File: config.mk
export PLATFORM = sky130hd
export DESIGN_NAME = jtagUserBank
export DESIGN_NICKNAME = d
export VERILOG_FILES = /design/src/rtl/jubPkg.sv /design/src/rtl/jubFifo.sv /design/src/rtl/jubCtrl.sv /design/src/rtl/jubBank.sv /design/src/rtl/jtagUserBank.sv
export SDC_FILE = /design/constraint.sdc
export NUM_CORES = 1
export LEC_CHECK = 0
export BUFFER_PORTS_ARGS = -buffer_cell sky130_fd_sc_hd__buf_4
export CAP_MARGIN = 20
export CORE_ASPECT_RATIO = 0.7
export CORE_MARGIN = 5
export CORE_UTILIZATION = 25
export DETAILED_ROUTE_END_ITERATION = 8
export GPL_TIMING_DRIVEN = 1
export RECOVER_POWER = 50
export SLEW_MARGIN = 10
export SYNTH_ARGS = -nofsm -noshare
export SYNTH_HDL_FRONTEND = slang
export SYNTH_SLANG_ARGS = --single-unit
File: constraint.sdc
create_clock -name clk -period 4.1 [get_ports clk]
set_input_delay 0.615 -clock clk [delete_from_list [all_inputs] [get_ports clk]]
set_output_delay 0.615 -clock clk [all_outputs]
set_load 0.02 [all_outputs]
File: src/rtl/jubPkg.sv
package jubPkg;
  localparam int DATA_W    = 32;
  localparam int ADDR_W    = 4;
  localparam int WR_LEN    = DATA_W + ADDR_W + 2;
  localparam int RD_LEN    = ADDR_W + 2;
  localparam int JOB_WORDS = 11;
  localparam logic [ADDR_W-1:0] ADDR_JOB_LO = 4'd1;
  localparam logic [ADDR_W-1:0] ADDR_JOB_HI = 4'd11;
  localparam logic [ADDR_W-1:0] ADDR_CLK    = 4'd13;
  localparam logic [ADDR_W-1:0] ADDR_POP    = 4'd14;
  localparam int CLK_MIN_MHZ = 2;
  localparam int CLK_MAX_MHZ = 250;
  localparam logic [6:0] CLK_RST_MULT = 7'd100;

  typedef struct packed {
    logic              wrEn;
    logic              rdReqEn;
    logic [ADDR_W-1:0] addr;
    logic [DATA_W-1:0] data;
  } bankStrobeT;
endpackage

File: src/rtl/jubFifo.sv
module jubFifo #(
  parameter int DEPTH  = 4,
  parameter int DATA_W = 32,
  parameter int DROP_W = 8
) (
  input  logic              clk,
  input  logic              rstN,
  input  logic              push,
  input  logic [DATA_W-1:0] pushData,
  input  logic              pop,
  output logic              empty,
  output logic [DATA_W-1:0] head,
  output logic [DROP_W-1:0] dropCnt
);
  localparam int PTR_W = (DEPTH > 1) ? $clog2(DEPTH) : 1;
  localparam int CNT_W = $clog2(DEPTH + 1);
  localparam logic [PTR_W-1:0] PTR_LAST = PTR_W'(DEPTH - 1);
  localparam logic [CNT_W-1:0] CNT_FULL = CNT_W'(DEPTH);

  logic [DATA_W-1:0] mem [DEPTH];
  logic [PTR_W-1:0]  wrPtr, rdPtr;
  logic [CNT_W-1:0]  count;
  logic doPop, doPush, drop;

  assign empty  = (count == '0);
  assign head   = mem[rdPtr];
  assign doPop  = pop && !empty;
  assign doPush = push && ((count != CNT_FULL) || doPop);
  assign drop   = push && !doPush;

  always_ff @(posedge clk) begin
    if (doPush) mem[wrPtr] <= pushData;
  end

  always_ff @(posedge clk) begin
    if (!rstN) begin
      wrPtr   <= '0;
      rdPtr   <= '0;
      count   <= '0;
      dropCnt <= '0;
    end else begin
      if (doPush) wrPtr <= (wrPtr == PTR_LAST) ? '0 : wrPtr + 1'b1;
      if (doPop)  rdPtr <= (rdPtr == PTR_LAST) ? '0 : rdPtr + 1'b1;
      if (doPush && !doPop)      count <= count + 1'b1;
      else if (doPop && !doPush) count <= count - 1'b1;
      if (drop && (dropCnt != '1)) dropCnt <= dropCnt + 1'b1;
    end
  end


  no_overflow_chk: assert property (@(posedge clk) disable iff (!rstN)
    count <= CNT_FULL);

  drop_mono_chk: assert property (@(posedge clk) disable iff (!rstN)
    dropCnt >= $past(dropCnt));

  empty_pop_chk: assert property (@(posedge clk) disable iff (!rstN)
    (pop && empty && !push) |=> empty);
endmodule

File: src/rtl/jubCtrl.sv
module jubCtrl
  import jubPkg::*;
(
  input  logic              clk,
  input  logic              rstN,
  input  logic              userSel,
  input  logic              captureDr,
  input  logic              shiftDr,
  input  logic              updateDr,
  input  logic              tdi,
  input  logic [DATA_W-1:0] readWord,
  output logic              tdo,
  output bankStrobeT        strobe
);
  localparam int CNT_W = $clog2(WR_LEN + 2);
  localparam logic [CNT_W-1:0] CNT_WR = CNT_W'(WR_LEN);
  localparam logic [CNT_W-1:0] CNT_RD = CNT_W'(RD_LEN);

  logic [WR_LEN-1:0] shiftReg;
  logic [CNT_W-1:0]  bitCnt;
  logic [RD_LEN-1:0] rdFrame;
  logic updateHere, wrOk, rdOk;

  always_ff @(posedge clk) begin
    if (!rstN) begin
      shiftReg <= '0;
      bitCnt   <= '0;
    end else if (userSel) begin
      if (captureDr) begin
        shiftReg <= {{(WR_LEN-DATA_W){1'b0}}, readWord};
        bitCnt   <= '0;
      end else if (shiftDr) begin
        shiftReg <= {tdi, shiftReg[WR_LEN-1:1]};
        if (bitCnt != '1) bitCnt <= bitCnt + 1'b1;
      end
    end
  end

  // a short frame lands in the top bits of the right-shifting register
  assign rdFrame    = shiftReg[WR_LEN-1 -: RD_LEN];
  assign updateHere = userSel && updateDr;
  assign wrOk = updateHere && (bitCnt == CNT_WR) && shiftReg[WR_LEN-2] && (^shiftReg);
  assign rdOk = updateHere && (bitCnt == CNT_RD) && !rdFrame[ADDR_W] && (^rdFrame);

  always_comb begin
    strobe.wrEn    = wrOk;
    strobe.rdReqEn = rdOk;
    strobe.addr    = wrOk ? shiftReg[DATA_W +: ADDR_W] : rdFrame[ADDR_W-1:0];
    strobe.data    = shiftReg[DATA_W-1:0];
  end

  assign tdo = shiftReg[0];


  cnt_clear_chk: assert property (@(posedge clk) disable iff (!rstN)
    $past(captureDr && userSel) |-> (bitCnt == '0));

  sel_gate_chk: assert property (@(posedge clk) disable iff (!rstN)
    !userSel |=> $stable(shiftReg));
endmodule

File: src/rtl/jubBank.sv
module jubBank
  import jubPkg::*;
#(
  parameter int FIFO_DEPTH = 4,
  parameter int DROP_W     = 8
) (
  input  logic                        clk,
  input  logic                        rstN,
  input  bankStrobeT                  strobe,
  input  logic                        resValid,
  input  logic [DATA_W-1:0]           resData,
  output logic [DATA_W-1:0]           readWord,
  output logic [JOB_WORDS*DATA_W-1:0] jobWords,
  output logic                        jobStart,
  output logic [6:0]                  clkMult,
  output logic [DROP_W-1:0]           dropCnt
);
  logic [DATA_W-1:0] jobReg [JOB_WORDS];
  logic [ADDR_W-1:0] rdAddr, jobIdx;
  logic [DATA_W-1:0] popHold, fifoHead;
  logic fifoEmpty, popEn, clkWrOk;

  for (genvar gi = 0; gi < JOB_WORDS; gi++) begin : g_job
    always_ff @(posedge clk) begin
      if (!rstN) jobReg[gi] <= '0;
      else if (strobe.wrEn && strobe.addr == ADDR_W'(gi + 1)) jobReg[gi] <= strobe.data;
    end
    assign jobWords[gi*DATA_W +: DATA_W] = jobReg[gi];


    word_hold_chk: assert property (@(posedge clk) disable iff (!rstN)
      !$past(strobe.wrEn) |-> $stable(jobReg[gi]));
  end

  assign popEn   = strobe.rdReqEn && (strobe.addr == ADDR_POP);
  assign clkWrOk = strobe.wrEn && (strobe.addr == ADDR_CLK) &&
                   (strobe.data >= DATA_W'(CLK_MIN_MHZ)) && (strobe.data <= DATA_W'(CLK_MAX_MHZ));

  always_ff @(posedge clk) begin
    if (!rstN) begin
      rdAddr   <= '0;
      popHold  <= '1;
      clkMult  <= CLK_RST_MULT;
      jobStart <= 1'b0;
    end else begin
      if (strobe.rdReqEn) rdAddr <= strobe.addr;
      if (popEn) popHold <= fifoEmpty ? '1 : fifoHead;
      if (clkWrOk) clkMult <= strobe.data[7:1];
      jobStart <= strobe.wrEn && (strobe.addr == ADDR_JOB_HI);
    end
  end

  jubFifo #(.DEPTH(FIFO_DEPTH), .DATA_W(DATA_W), .DROP_W(DROP_W)) u_fifo (
    .clk(clk), .rstN(rstN), .push(resValid), .pushData(resData), .pop(popEn),
    .empty(fifoEmpty), .head(fifoHead), .dropCnt(dropCnt));

  assign jobIdx = rdAddr - ADDR_JOB_LO;

  always_comb begin
    if (rdAddr >= ADDR_JOB_LO && rdAddr <= ADDR_JOB_HI) readWord = jobReg[jobIdx];
    else if (rdAddr == ADDR_CLK) readWord = {{(DATA_W-8){1'b0}}, clkMult, 1'b0};
    else if (rdAddr == ADDR_POP) readWord = popHold;
    else                         readWord = '0;
  end


  clk_range_chk: assert property (@(posedge clk) disable iff (!rstN)
    (clkMult >= 7'(CLK_MIN_MHZ/2)) && (clkMult <= 7'(CLK_MAX_MHZ/2)));

  start_pulse_chk: assert property (@(posedge clk) disable iff (!rstN)
    jobStart |=> !jobStart);
endmodule

File: src/rtl/jtagUserBank.sv
module jtagUserBank
  import jubPkg::*;
#(
  parameter int FIFO_DEPTH = 4,
  parameter int DROP_W     = 8
) (
  input  logic                        clk,
  input  logic                        rstN,
  input  logic                        userSel,
  input  logic                        captureDr,
  input  logic                        shiftDr,
  input  logic                        updateDr,
  input  logic                        tdi,
  output logic                        tdo,
  input  logic                        resValid,
  input  logic [DATA_W-1:0]           resData,
  output logic [JOB_WORDS*DATA_W-1:0] jobWords,
  output logic                        jobStart,
  output logic [6:0]                  clkMult,
  output logic [DROP_W-1:0]           dropCnt
);
  bankStrobeT        strobe;
  logic [DATA_W-1:0] readWord;

  jubCtrl u_ctrl (
    .clk(clk), .rstN(rstN), .userSel(userSel), .captureDr(captureDr),
    .shiftDr(shiftDr), .updateDr(updateDr), .tdi(tdi), .readWord(readWord),
    .tdo(tdo), .strobe(strobe));

  jubBank #(.FIFO_DEPTH(FIFO_DEPTH), .DROP_W(DROP_W)) u_bank (
    .clk(clk), .rstN(rstN), .strobe(strobe), .resValid(resValid), .resData(resData),
    .readWord(readWord), .jobWords(jobWords), .jobStart(jobStart),
    .clkMult(clkMult), .dropCnt(dropCnt));
endmodule

==> results of run 1 <==
registers in the layout, summed over array words and instances, names as in the netlist, named ones only:
name and cells:
u_bank.popHold 32, u_bank.jobReg 352, u_bank.u_fifo.rdPtr 2, u_bank.u_fifo.dropCnt 8, u_ctrl.shiftReg 38, u_ctrl.bitCnt 6
u_bank.u_fifo.mem 128, u_bank.rdAddr 4, u_bank.clkMult 7, u_bank.u_fifo.count 3, u_bank.jobStart 1, u_bank.u_fifo.wrPtr 2
metal layers:
layer	wire length, um	share of wire, %	vias to the layer above	track usage (%)
li1	-	-	7966	-
met1	42200	43	9086	22.9
met2	46200	47	687	27.7
met3	7840	8.0	115	4.12
met4	2270	2.3	2	3.64
met5	13	0.013	-	0
power by group through the flow:
stage / clock network, mW / logic (mW) / registers, mW
4_1_cts: 5.71 / 1.57 / 6.96
6_report: 5.61 / 1.39 / 6.96
5_1_grt: 5.96 / 1.49 / 6.98
3_3_place_gp: 0 / 1.55 / 7.09
3_5_place_dp: 0 / 1.56 / 7.09
2_1_floorplan: 0 / 0.570 / 7.22
how the worst max path moves through the flow:
stage	depth (start not counted)	slack, ps	end
floorplan	12	790	u_ctrl.shiftReg[10]
global placement	9	370	u_bank.jobReg[3][28]
detailed placement	9	370	u_bank.jobReg[3][28]
CTS	9	340	u_bank.jobReg[3][11]
global route	9	130	u_bank.u_fifo.mem[1][15]
finish	6	380	u_ctrl.shiftReg[1]
area by class of cell:
| type | count | area (um2) |
|---|---|---|
| Antenna cell | 2 | 5.00 |
| Fill cell | 10800 | 72400 |
| Inverter | 46 | 173 |
| Clock inverter | 37 | 372 |
| Tap cell | 1414 | 1770 |
| Multi-Input combinational cell | 1173 | 9050 |
| Clock buffer | 73 | 1600 |
| Timing Repair Buffer | 495 | 2370 |
| Sequential cell | 585 | 16500 |
cell families (layout without fill, tap and decap cells):
group	count (synthesis)	count (layout)	synth area share, %
multiplexers	165	165	10.8
XOR/XNOR	29	29	1.05
AND/OR/NAND/NOR	658	658	13.4
adder cells (fa/ha/maj)	46	46	2.22
buffers and inverters	200	651	3.01
flip-flops	585	585	62.8
AO/OA/AOI/OAI	275	275	6.63
other	0	2	0
worst max-delay path, stage by stage:
cell	delay, ps
clkbuf_4	110
clkbuf_1	1530
o21a_1	280
clkbuf_1	1190
o32ai_1	260
a211oi_1	270
stage by stage:
step                      hold WS [ps]  total power [mW]  instances  cell area, um2
final                              245              14.0       3825           31900
after detailed placement           479              8.65       3712           31400
after global routing               237              14.4       3823           31900
after floorplan                    450              7.79       1958           26300
after CTS                          136              14.2       3822           33400
after global placement             470              8.64       3712           31400
cell usage after synthesis (4+ instances only):
master       n
and4_1       4
a21oi_1     85
a31o_2      11
nor4_1       9
nand3_1     18
buf_1        8
o22ai_1     30
o2111ai_1    7
clkbuf_1   123
nand2_1     77
mux2i_1     69
inv_1       46
nand4_1      9
xnor2_1     19
nor2_1     160
xor2_1       8
mux4_2      96
a211oi_1    35
or3_1        6
ha_1        45
buf_2       10
clkbuf_2    11
o2111a_1     8
a22oi_1      5
dfxtp_1    105
nor3_1       4
o21ai_0     66
o41ai_1      7
edfxtp_1   480
and2_1     358
==> reports/qor.csv, run 1 <==
stage,metric,value,unit
status,status,"complete, but fails checks",
status,failing checks,"capacitance limit, slew limit",
timing,Slew headroom,-44.5,%
final_layout,"commonest non-fill, non-tap cell in the layout",edfxtp_1,
timing,Final Skew,23.1,ps
cts,cts bufs inserted,58,
cts,Max H-tree Level,2,
critical_path,critical path class,in -> reg,
final_layout,final core utilization,30.5,%
power,Sw Pwr,3.61,mW
synthesis,Area contributors post-synth,"edfxtp_1 (55%), and2_1 (8.5%), mux4_2 (8.2%)",
grt,Tot GR Track Use,16.9,%
power,switch share,25.9,%
min_path,Hold Path End,u_bank.u_fifo.mem[3][10],
die,Initial Util,25.2,%
cts,Worst-Skew Late Latency,630,ps
die,Die Wd,398,um
timing,crit path time final,3720,ps
min_path,worst hold path class,in -> reg,
cts,Post-CTS Setup Inserts,0,
synthesis,Synth area leader,edfxtp_1,
critical_path,Critical Path AT,4270,ps
die,Core ar.,104000,um2
timing,final hold violations,0,
critical_path,reg2reg path depth,9,
die,Die H,281,um
timing,worst slew pin tran,2170,ps
routing,Avg Vias per Cell,4.67,
min_path,WHS Path Cells,1,
grt,pin count of the biggest net entering global routing,93,
synthesis,Synth Warn #,0,
power,Pleak,10.8,nW
timing,final worst path period share,90.7,%
cts,Clock transition at path regs,70,ps
synthesis,Syn Inst Count,1958,
routing,First DRT Iteration DRCs,1718,
min_path,Hold Crit Start,resData[10],
timing,"Slew Viols, Final",110,
timing,Worst Slack Setup Final,381,ps
synthesis,"Avg Cell Area, Syn",13.4,um2
routing,Routed WL,98600,um
cts,# resized after CTS,0,
final_layout,final layout net count,2445,
timing,Max Clk Rate,269,MHz
die,top-level port count,409,
synthesis,top-area cell type share of the netlist area,54.8,%
placed_design,post-DP HPWL,71600,um
critical_path,reg-to-reg critical path endpoint,u_bank.u_fifo.mem[0][15],
critical_path,Worst Setup End Kind,flop,
final_layout,share of cells above drive strength 1,12.7,%
final_layout,area grow syn2layout,21.2,%
cts,CTS tree,yes,
grt,vias in the first global route,17500,
routing,Detailed Routing Iterations Pass 1,6,
routing,via count,17900,
die,std cell rows,99,
synthesis,post-synthesis cell area,26300,um2
cts,maximum clock insertion buffer count,3,
cts,Root Driver,clkbuf_16,
critical_path,"Max FO, Critical Path",39,
power,Gate power share,10.0,%
routing,DRC errors left,0,
timing,RSZ-0062 raised after global routing,no,
grt,global-route wire length before repair,136000,um
power,Internal,10.3,mW
grt,"Remaining Overflow, GRT",0,
placed_design,routability congestion estimate,0.823,
cts,hold-fix buffers at CTS,0,
final_layout,most frequent cells in the layout,"edfxtp_1 (480), clkbuf_1 (415), and2_1 (354)",
synthesis,"Seq/Total Area, Yosys",62.8,%
placed_design,# port buffers,408,
routing,Routed WL per cell,25.8,um
critical_path,Reg2Reg Setup Slack,390,ps
routing,ANT nets after route,0,
die,die area,112000,um2
run,max-capacitance violation count,3,
cts,clk sinks,585,
synthesis,number of library cell types mapped by synthesis,55,
synthesis,Seq cells post-synth,585,
critical_path,worst reg2reg path startpoint,u_ctrl.shiftReg[32],
critical_path,Worst Setup SP,userSel,
timing,TNS Setup,0,ps
critical_path,Critical Path Source Type,input pin,
power,sequential fraction of design power,49.9,%
power,worst vdd ir,305,uV
timing,setup violators final,0,
synthesis,number of flops mapped to enable cells by yosys,480,
critical_path,CP required,4650,ps
synthesis,syn nets,2044,
synthesis,Main synth FF type,edfxtp_1,
power,pwr dens,438,nW/um2
placed_design,DP Worst Slack,375,ps
synthesis,"Async S/R FF share, synth",0,%
grt,initial antenna violation count,7,
power,Clk pwr share,40.2,%
(Power assumes the default switching activity.)
==> inputs of run 2 (changes only) <==
Settings changed: CELL_PAD_IN_SITES_DETAIL_PLACEMENT set to 0, CELL_PAD_IN_SITES_GLOBAL_PLACEMENT set to 1, PLACE_DENSITY_LB_ADDON set to 0.1.
==> run 2 against run 1 <==
Compared with the run above: the flow still finishes with violations (capacitance limit, slew limit); hold slack worse by 0.83 ps; design area up 0.65%; via count is 0.82% lower; global-route usage increased by 1.2 points; wire length grew 5.2%; first-iteration DRC count down 24%; combinational power about the same; worst setup slack improved by 80 ps; critical path depth is 4 higher; register-to-register slack gained 70 ps; critical path type is now reg -> reg; critical endpoint is now u_bank.jobReg[8][11].
==> reports/qor.csv, run 2 (synthesis results as in run 1) <==
stage,metric,value,unit,change
critical_path,Worst Setup End Kind,flop,,unchanged
cts,Max H-tree Level,3,,was 2
routing,Routed WL per cell,27.0,um,was 25.8 um
cts,clk sinks,585,,unchanged
grt,"Remaining Overflow, GRT",0,,unchanged
final_layout,biggest regs,"u_bank.jobReg: 352 flops, u_bank.u_fifo.mem: 128 flops, u_ctrl.shiftReg: 38 flops",,unchanged
timing,final worst path period share,88.8,%,was 90.7%
grt,Tot GR Track Use,18.1,%,was 16.9%
timing,crit path time final,3640,ps,was 3720 ps
die,Core ar.,104000,um2,unchanged
timing,worst slew pin tran,2260,ps,was 2170 ps
cts,cts bufs inserted,68,,was 58
final_layout,share of cells above drive strength 1,12.8,%,was 12.7%
routing,Avg Vias per Cell,4.62,,was 4.67
die,Die Wd,398,um,unchanged
placed_design,routability congestion estimate,0.781,,was 0.823
timing,TNS Setup,0,ps,unchanged
final_layout,final core utilization,30.7,%,was 30.5%
die,Initial Util,25.2,%,unchanged
critical_path,Critical Path AT,3940,ps,was 4270 ps
routing,Routed WL,104000,um,was 98600 um
timing,hold_ws,244,ps,was 245 ps
die,die area,112000,um2,unchanged
final_layout,final layout net count,2454,,was 2445
run,max-capacitance violation count,1,,was 3
timing,final hold violations,0,,unchanged
die,top-level port count,409,,unchanged
placed_design,# port buffers,408,,unchanged
power,Pleak,10.9,nW,was 10.8 nW
grt,vias in the first global route,18200,,was 17.5k
power,pwr dens,448,nW/um2,was 438 nW/um2
cts,Clock transition at path regs,60,ps,was 70 ps
placed_design,placed insts,3711,,was 3712
cts,Root Driver,clkbuf_16,,unchanged
cts,Worst-Skew Late Latency,630,ps,about the same
final_layout,Non-Filler Instances,3836,,was 3825
grt,initial antenna violation count,4,,was 7
critical_path,critical path class,reg -> reg,,was in -> reg
critical_path,"Max FO, Critical Path",20,,was 39
final_layout,"commonest non-fill, non-tap cell in the layout",edfxtp_1,,unchanged
routing,First DRT Iteration DRCs,1304,,was 1718
cts,# resized after CTS,0,,unchanged
min_path,worst hold path class,in -> reg,,unchanged
cts,Post-CTS Setup Inserts,0,,unchanged
timing,Final Skew,28.4,ps,was 23.1 ps
routing,ANT nets after route,0,,unchanged
grt,pin count of the biggest net entering global routing,79,,was 93
critical_path,CP required,4410,ps,was 4650 ps
power,worst vdd ir,241,uV,was 305 uV
routing,Detailed Routing Iterations Pass 1,5,,was 6
final_layout,max reg flops,352,,unchanged
timing,RSZ-0062 raised after global routing,no,,unchanged
placed_design,post-DP HPWL,72700,um,was 71600 um
routing,DRC errors left,0,,unchanged
cts,CTS tree,yes,,unchanged
timing,Slew headroom,-50.7,%,was -44.5%
cts,hold-fix buffers at CTS,0,,unchanged
critical_path,Critical Path Source Type,flop,,was input pin
cts,maximum clock insertion buffer count,3,,unchanged
grt,global-route wire length before repair,144000,um,was 136000 um
final_layout,most frequent cells in the layout,"edfxtp_1 (480), clkbuf_1 (422), and2_1 (354)",,"was edfxtp_1 (480), clkbuf_1 (415), and2_1 (354)"
final_layout,"Most flops, register",u_bank.jobReg,,unchanged
power,"Power, Total",14.4,mW,was 14.0 mW
final_layout,area grow syn2layout,22.0,%,was 21.2%
status,status,"complete, but fails checks",,unchanged
die,Die H,281,um,unchanged
status,failing checks,"capacitance limit, slew limit",,unchanged
routing,via count,17700,,was 17.9k
timing,Max Clk Rate,275,MHz,was 269 MHz
die,std cell rows,99,,unchanged
timing,setup violators final,0,,unchanged
timing,"Slew Viols, Final",40,,was 110
-- run 2: layout make-up --
cell class	instances	area (um2)
fillers	10800	72200
flip-flops and latches	585	16500
multi-input cells	1173	9100
repair buffers	494	2340
clock buffers	86	1820
well taps	1414	1770
clock inverters	36	334
inverters	46	173
diodes	2	5.00
-- run 2: metrics by stage --
| stage | setup slack, ps | area, um2 |
|---|---|---|
| after floorplan | 788 | 26300 |
| after CTS | 398 | 33600 |
| after global routing | 151 | 32100 |
| final | 461 | 32100 |
| after global placement | 439 | 31400 |
| after detailed placement | 405 | 31400 |
-- run 2: worst paths after layout --
check	depth (start not counted)	end	start	slack, ps
max	10	u_bank.jobReg[8][11]	u_ctrl.shiftReg[32]	460
max reg2reg	10	u_bank.jobReg[8][11]	u_ctrl.shiftReg[32]	460
min	1	u_bank.u_fifo.mem[0][6]	resData[6]	240
min reg2reg	2	u_bank.u_fifo.rdPtr[1]	u_bank.u_fifo.rdPtr[1]	490
-- run 2: where the power goes --
part | leakage [nW] | total [mW] | internal [mW] | switching [mW]
Combinational | 4.45 | 1.40 | 0.396 | 1.01
Clock | 1.05 | 6.01 | 3.47 | 2.54
Sequential | 5.37 | 6.96 | 6.74 | 0.225
Total | 10.9 | 14.4 | 10.6 | 3.77
-- run 2: worst max-delay path: stages (launching register included) --
cell and delay [ps]:
dfxtp_1 410, inv_1 110, ha_1 320, xor2_1 190, xnor2_2 280, xnor3_1 530, xor2_1 210, nor2_1 90
buf_4 180, a31o_1 680, buf_12 280
-- run 2: layer usage --
layer  routed length, um  GRT usage, %
met1               49400          25.9
met2               47200          28.6
met3                4950          3.44
met4                2090          3.92
met5                  40             0
==> inputs of run 3 (changes only) <==
Settings changed: ABC_AREA set to 1, SYNTH_HIERARCHICAL set to 1.
==> run 3 against run 2 <==
Compared with the run above: the run still ends with capacitance limit, slew limit left; wire length up 7.2%; design area down 1.0%; worst setup slack worse by 180 ps; die area up 1.5%; via count up 23%; global-route usage up 0.71 points; clock power about the same; first-iteration DRC count up 34%; maximum frequency down 4.8%; total power down 1.2%; sequential power about the same; cell count up 21%; highest routed layer is now met4.
==> reports/qor.csv, run 3 <==
stage,metric,value,unit,change
final_layout,final layout net count,3219,,was 2454
min_path,Hold Crit Start,resData[14],,was resData[6]
final_layout,filler instances,11300,,was 10.8k
placed_design,placed insts,4523,,was 3711
synthesis,most common cell in the netlist,nor2_1,,was edfxtp_1
cts,Root Driver,clkbuf_16,,unchanged
grt,pin count of the biggest net entering global routing,162,,was 79
placed_design,# port buffers,408,,unchanged
final_layout,"commonest non-fill, non-tap cell in the layout",nor2_1,,was edfxtp_1
routing,DRC errors left,0,,unchanged
synthesis,Synth top cells by count,"nor2_1 (667), nand2_1 (591), edfxtp_1 (480)",,"was edfxtp_1 (480), and2_1 (358), nor2_1 (160)"
routing,Avg Vias per Cell,4.68,,was 4.62
cts,Worst-Skew Late Latency,650,ps,was 630 ps
final_layout,"Most flops, register",u_bank/jobReg,,was u_bank.jobReg
power,Gate power share,8.8,%,was 9.8%
grt,initial antenna violation count,3,,was 4
final_layout,max reg flops,352,,unchanged
cts,# resized after CTS,0,,unchanged
power,switch share,26.6,%,was 26.2%
power,Pleak,11.0,nW,was 10.9 nW
critical_path,Critical Path Source Type,flop,,unchanged
synthesis,"Seq/Total Area, Yosys",61.9,%,was 62.8%
grt,busiest grt layer,met1,,was met2
final_layout,most frequent cells in the layout,"nor2_1 (663), nand2_1 (587), edfxtp_1 (480)",,"was edfxtp_1 (480), clkbuf_1 (422), and2_1 (354)"
final_layout,final core utilization,29.9,%,was 30.7%
cts,maximum clock insertion buffer count,3,,unchanged
cts,Max H-tree Level,3,,unchanged
power,Sw Pwr,3.78,mW,was 3.77 mW
die,std cell rows,100,,was 99
critical_path,CP required,4660,ps,was 4410 ps
power,Internal,10.4,mW,was 10.6 mW
final_layout,area grow syn2layout,18.9,%,was 22.0%
routing,Routed WL,111000,um,was 104000 um
timing,crit path time final,3820,ps,was 3640 ps
timing,Slew headroom,-31.0,%,was -50.7%
placed_design,routability congestion estimate,0.824,,was 0.781
die,Initial Util,25.1,%,was 25.2%
synthesis,"Async S/R FF share, synth",0,%,unchanged
status,failing checks,"capacitance limit, slew limit",,unchanged
synthesis,Area contributors post-synth,"edfxtp_1 (54%), nor2_1 (9.4%), nand2_1 (8.3%)",,"was edfxtp_1 (55%), and2_1 (8.5%), mux4_2 (8.2%)"
power,Clk pwr share,42.4,%,was 41.8%
timing,Worst Slack Setup Final,277,ps,was 461 ps
synthesis,Seq cells post-synth,585,,unchanged
die,Die Wd,401,um,was 398 um
grt,met1 usage,28.0,%,was 25.9%
placed_design,post-DP HPWL,77300,um,was 72700 um
synthesis,post-synthesis cell area,26700,um2,was 26300 um2
placed_design,DP Worst Slack,663,ps,was 405 ps
power,worst vdd ir,217,uV,was 241 uV
die,top-level port count,409,,unchanged
synthesis,Syn Inst Count,2872,,was 1958
timing,setup violators final,0,,unchanged
cts,clk sinks,585,,unchanged
synthesis,number of library cell types mapped by synthesis,41,,was 55
run,max-capacitance violation count,2,,was 1
cts,hold-fix buffers at CTS,0,,unchanged
timing,final worst path period share,93.2,%,was 88.8%
timing,Final Skew,23.9,ps,was 28.4 ps
grt,global-route wire length before repair,158000,um,was 144000 um
grt,Tot GR Track Use,18.8,%,was 18.1%
routing,via count,21800,,was 17.7k
timing,RSZ-0062 raised after global routing,no,,unchanged
cts,Post-CTS Setup Inserts,0,,unchanged
die,Core ar.,106000,um2,was 104000 um2
synthesis,Synth area leader,edfxtp_1,,unchanged
routing,Routed WL per cell,23.9,um,was 27.0 um
final_layout,share of cells above drive strength 1,6.30,%,was 12.8%
min_path,worst hold path class,in -> reg,,unchanged
power,sequential fraction of design power,48.9,%,was 48.4%
synthesis,top-area cell type share of the netlist area,54.0,%,was 54.8%
cts,cts bufs inserted,68,,unchanged
final_layout,biggest regs,"u_bank/jobReg: 352 flops, u_bank/u_fifo/mem: 128 flops, u_ctrl/shiftReg: 38 flops",,"was u_bank.jobReg: 352 flops, u_bank.u_fifo.mem: 128 flops, u_ctrl.shiftReg: 38 flops"
power,"Power, Total",14.2,mW,was 14.4 mW
status,status,"complete, but fails checks",,unchanged
critical_path,Worst Setup SP,u_bank/rdAddr[0],,was u_ctrl.shiftReg[32]
final_layout,Non-Filler Instances,4650,,was 3836
timing,Max Clk Rate,262,MHz,was 275 MHz
grt,met3 track demand over resource,4.03,%,was 3.44%
die,die area,114000,um2,was 112000 um2
timing,"Slew Viols, Final",58,,was 40
critical_path,critical path class,reg -> reg,,unchanged
routing,Detailed Routing Iterations Pass 1,7,,was 5
routing,ANT nets after route,0,,unchanged
critical_path,Critical Path AT,4390,ps,was 3940 ps
timing,final hold violations,0,,unchanged
grt,M2 GR Usage,27.8,%,was 28.6%
critical_path,reg2reg path depth,12,,was 10
synthesis,syn nets,2925,,was 2044
power,pwr dens,448,nW/um2,about the same
synthesis,"Avg Cell Area, Syn",9.30,um2,was 13.4 um2
synthesis,number of flops mapped to enable cells by yosys,480,,unchanged
cts,CTS tree,yes,,unchanged
grt,vias in the first global route,20900,,was 18.2k
routing,First DRT Iteration DRCs,1749,,was 1304
die,Die H,283,um,was 281 um
synthesis,Main synth FF type,edfxtp_1,,unchanged
timing,worst slew pin tran,1970,ps,was 2260 ps
cts,Clock transition at path regs,60,ps,about the same
critical_path,"Max FO, Critical Path",32,,was 20
grt,"Remaining Overflow, GRT",0,,unchanged
min_path,WHS Path Cells,1,,unchanged
critical_path,worst reg2reg path startpoint,u_bank/rdAddr[0],,was u_ctrl.shiftReg[32]
critical_path,Worst Setup End Kind,flop,,unchanged
synthesis,Synth Warn #,6,,was 0
## run 3: cell types whose count changed after synthesis, moves of 48 or more
cell      previous run  this run
o211ai_1             2        50
o21ai_0             66       290
mux2i_1             69         0
nand2_1             77       591
nor2_1             160       667
a21oi_1             85        27
inv_1               46        96
nand3_1             18       161
and2_1             358         0
mux4_2              96         0
## run 3: logic make-up (layout without fill, tap and decap cells)
group / after synthesis / after routing / share of synthesized area, %
flops: 585 / 585 / 61.9
compound gates: 461 / 461 / 9.54
fa+ha+maj: 13 / 13 / 0.637
other cells: 0 / 1 / 0
xor+xnor: 18 / 18 / 0.689
buf+inv: 350 / 699 / 5.83
simple gates: 1445 / 1445 / 21.5
## run 3: worst max-delay path, stage by stage, from the launching register on
cell	delay (ps)
dfxtp_4	370
inv_6	180
ha_4	220
xnor2_4	110
inv_1	1200
nand3_1	550
nand2_1	400
nand2_1	80
o21ai_1	130
nand2_1	130
nand3_1	110
nand2_1	60
a31oi_1	190
## run 3: power groups by stage
stage	combinational, mW	sequential [mW]	clock (mW)
2_1_floorplan	0.537	7.21	0
3_3_place_gp	1.42	7.07	0
3_5_place_dp	1.42	7.08	0
4_1_cts	1.43	6.95	6.23
5_1_grt	1.36	6.97	6.47
6_report	1.25	6.94	6.02
## run 3: worst paths after layout
path | end | slack [ps]
setup / recovery | u_ctrl/shiftReg[5] | 280
hold reg to reg | u_bank/popHold[7] | 460
setup reg to reg | u_ctrl/shiftReg[5] | 280
hold / removal | u_bank/u_fifo/mem[2][14] | 230
## run 3: metal layers
metal  part of all wire (%)  vias to the layer above
met1                     49                    10700
li1                       -                    10200
met2                     42                      739
met5                      0                        -
met4                    2.2                        0
met3                    6.6                      129
## run 3: per-stage QoR
step / hold WS (ps) / area, um2 / setup TNS, ps
floorplan: 429 / 26700 / -48440
global placement: 446 / 31100 / 0
detailed placement: 445 / 31100 / 0
CTS: 119 / 33300 / 0
global route: 201 / 31700 / 0
finish: 233 / 31700 / 0
## run 3: final cells by class
class	instances	area, um2	area share, %
Clock inverter	33	289	0.910
Tap cell	1428	1790	5.63
Sequential cell	585	16500	52.0
Multi-Input combinational cell	1937	8780	27.7
Timing Repair Buffer	457	2070	6.51
Antenna cell	1	2.50	0.00788
Inverter	117	445	1.40
Clock buffer	92	1850	5.84
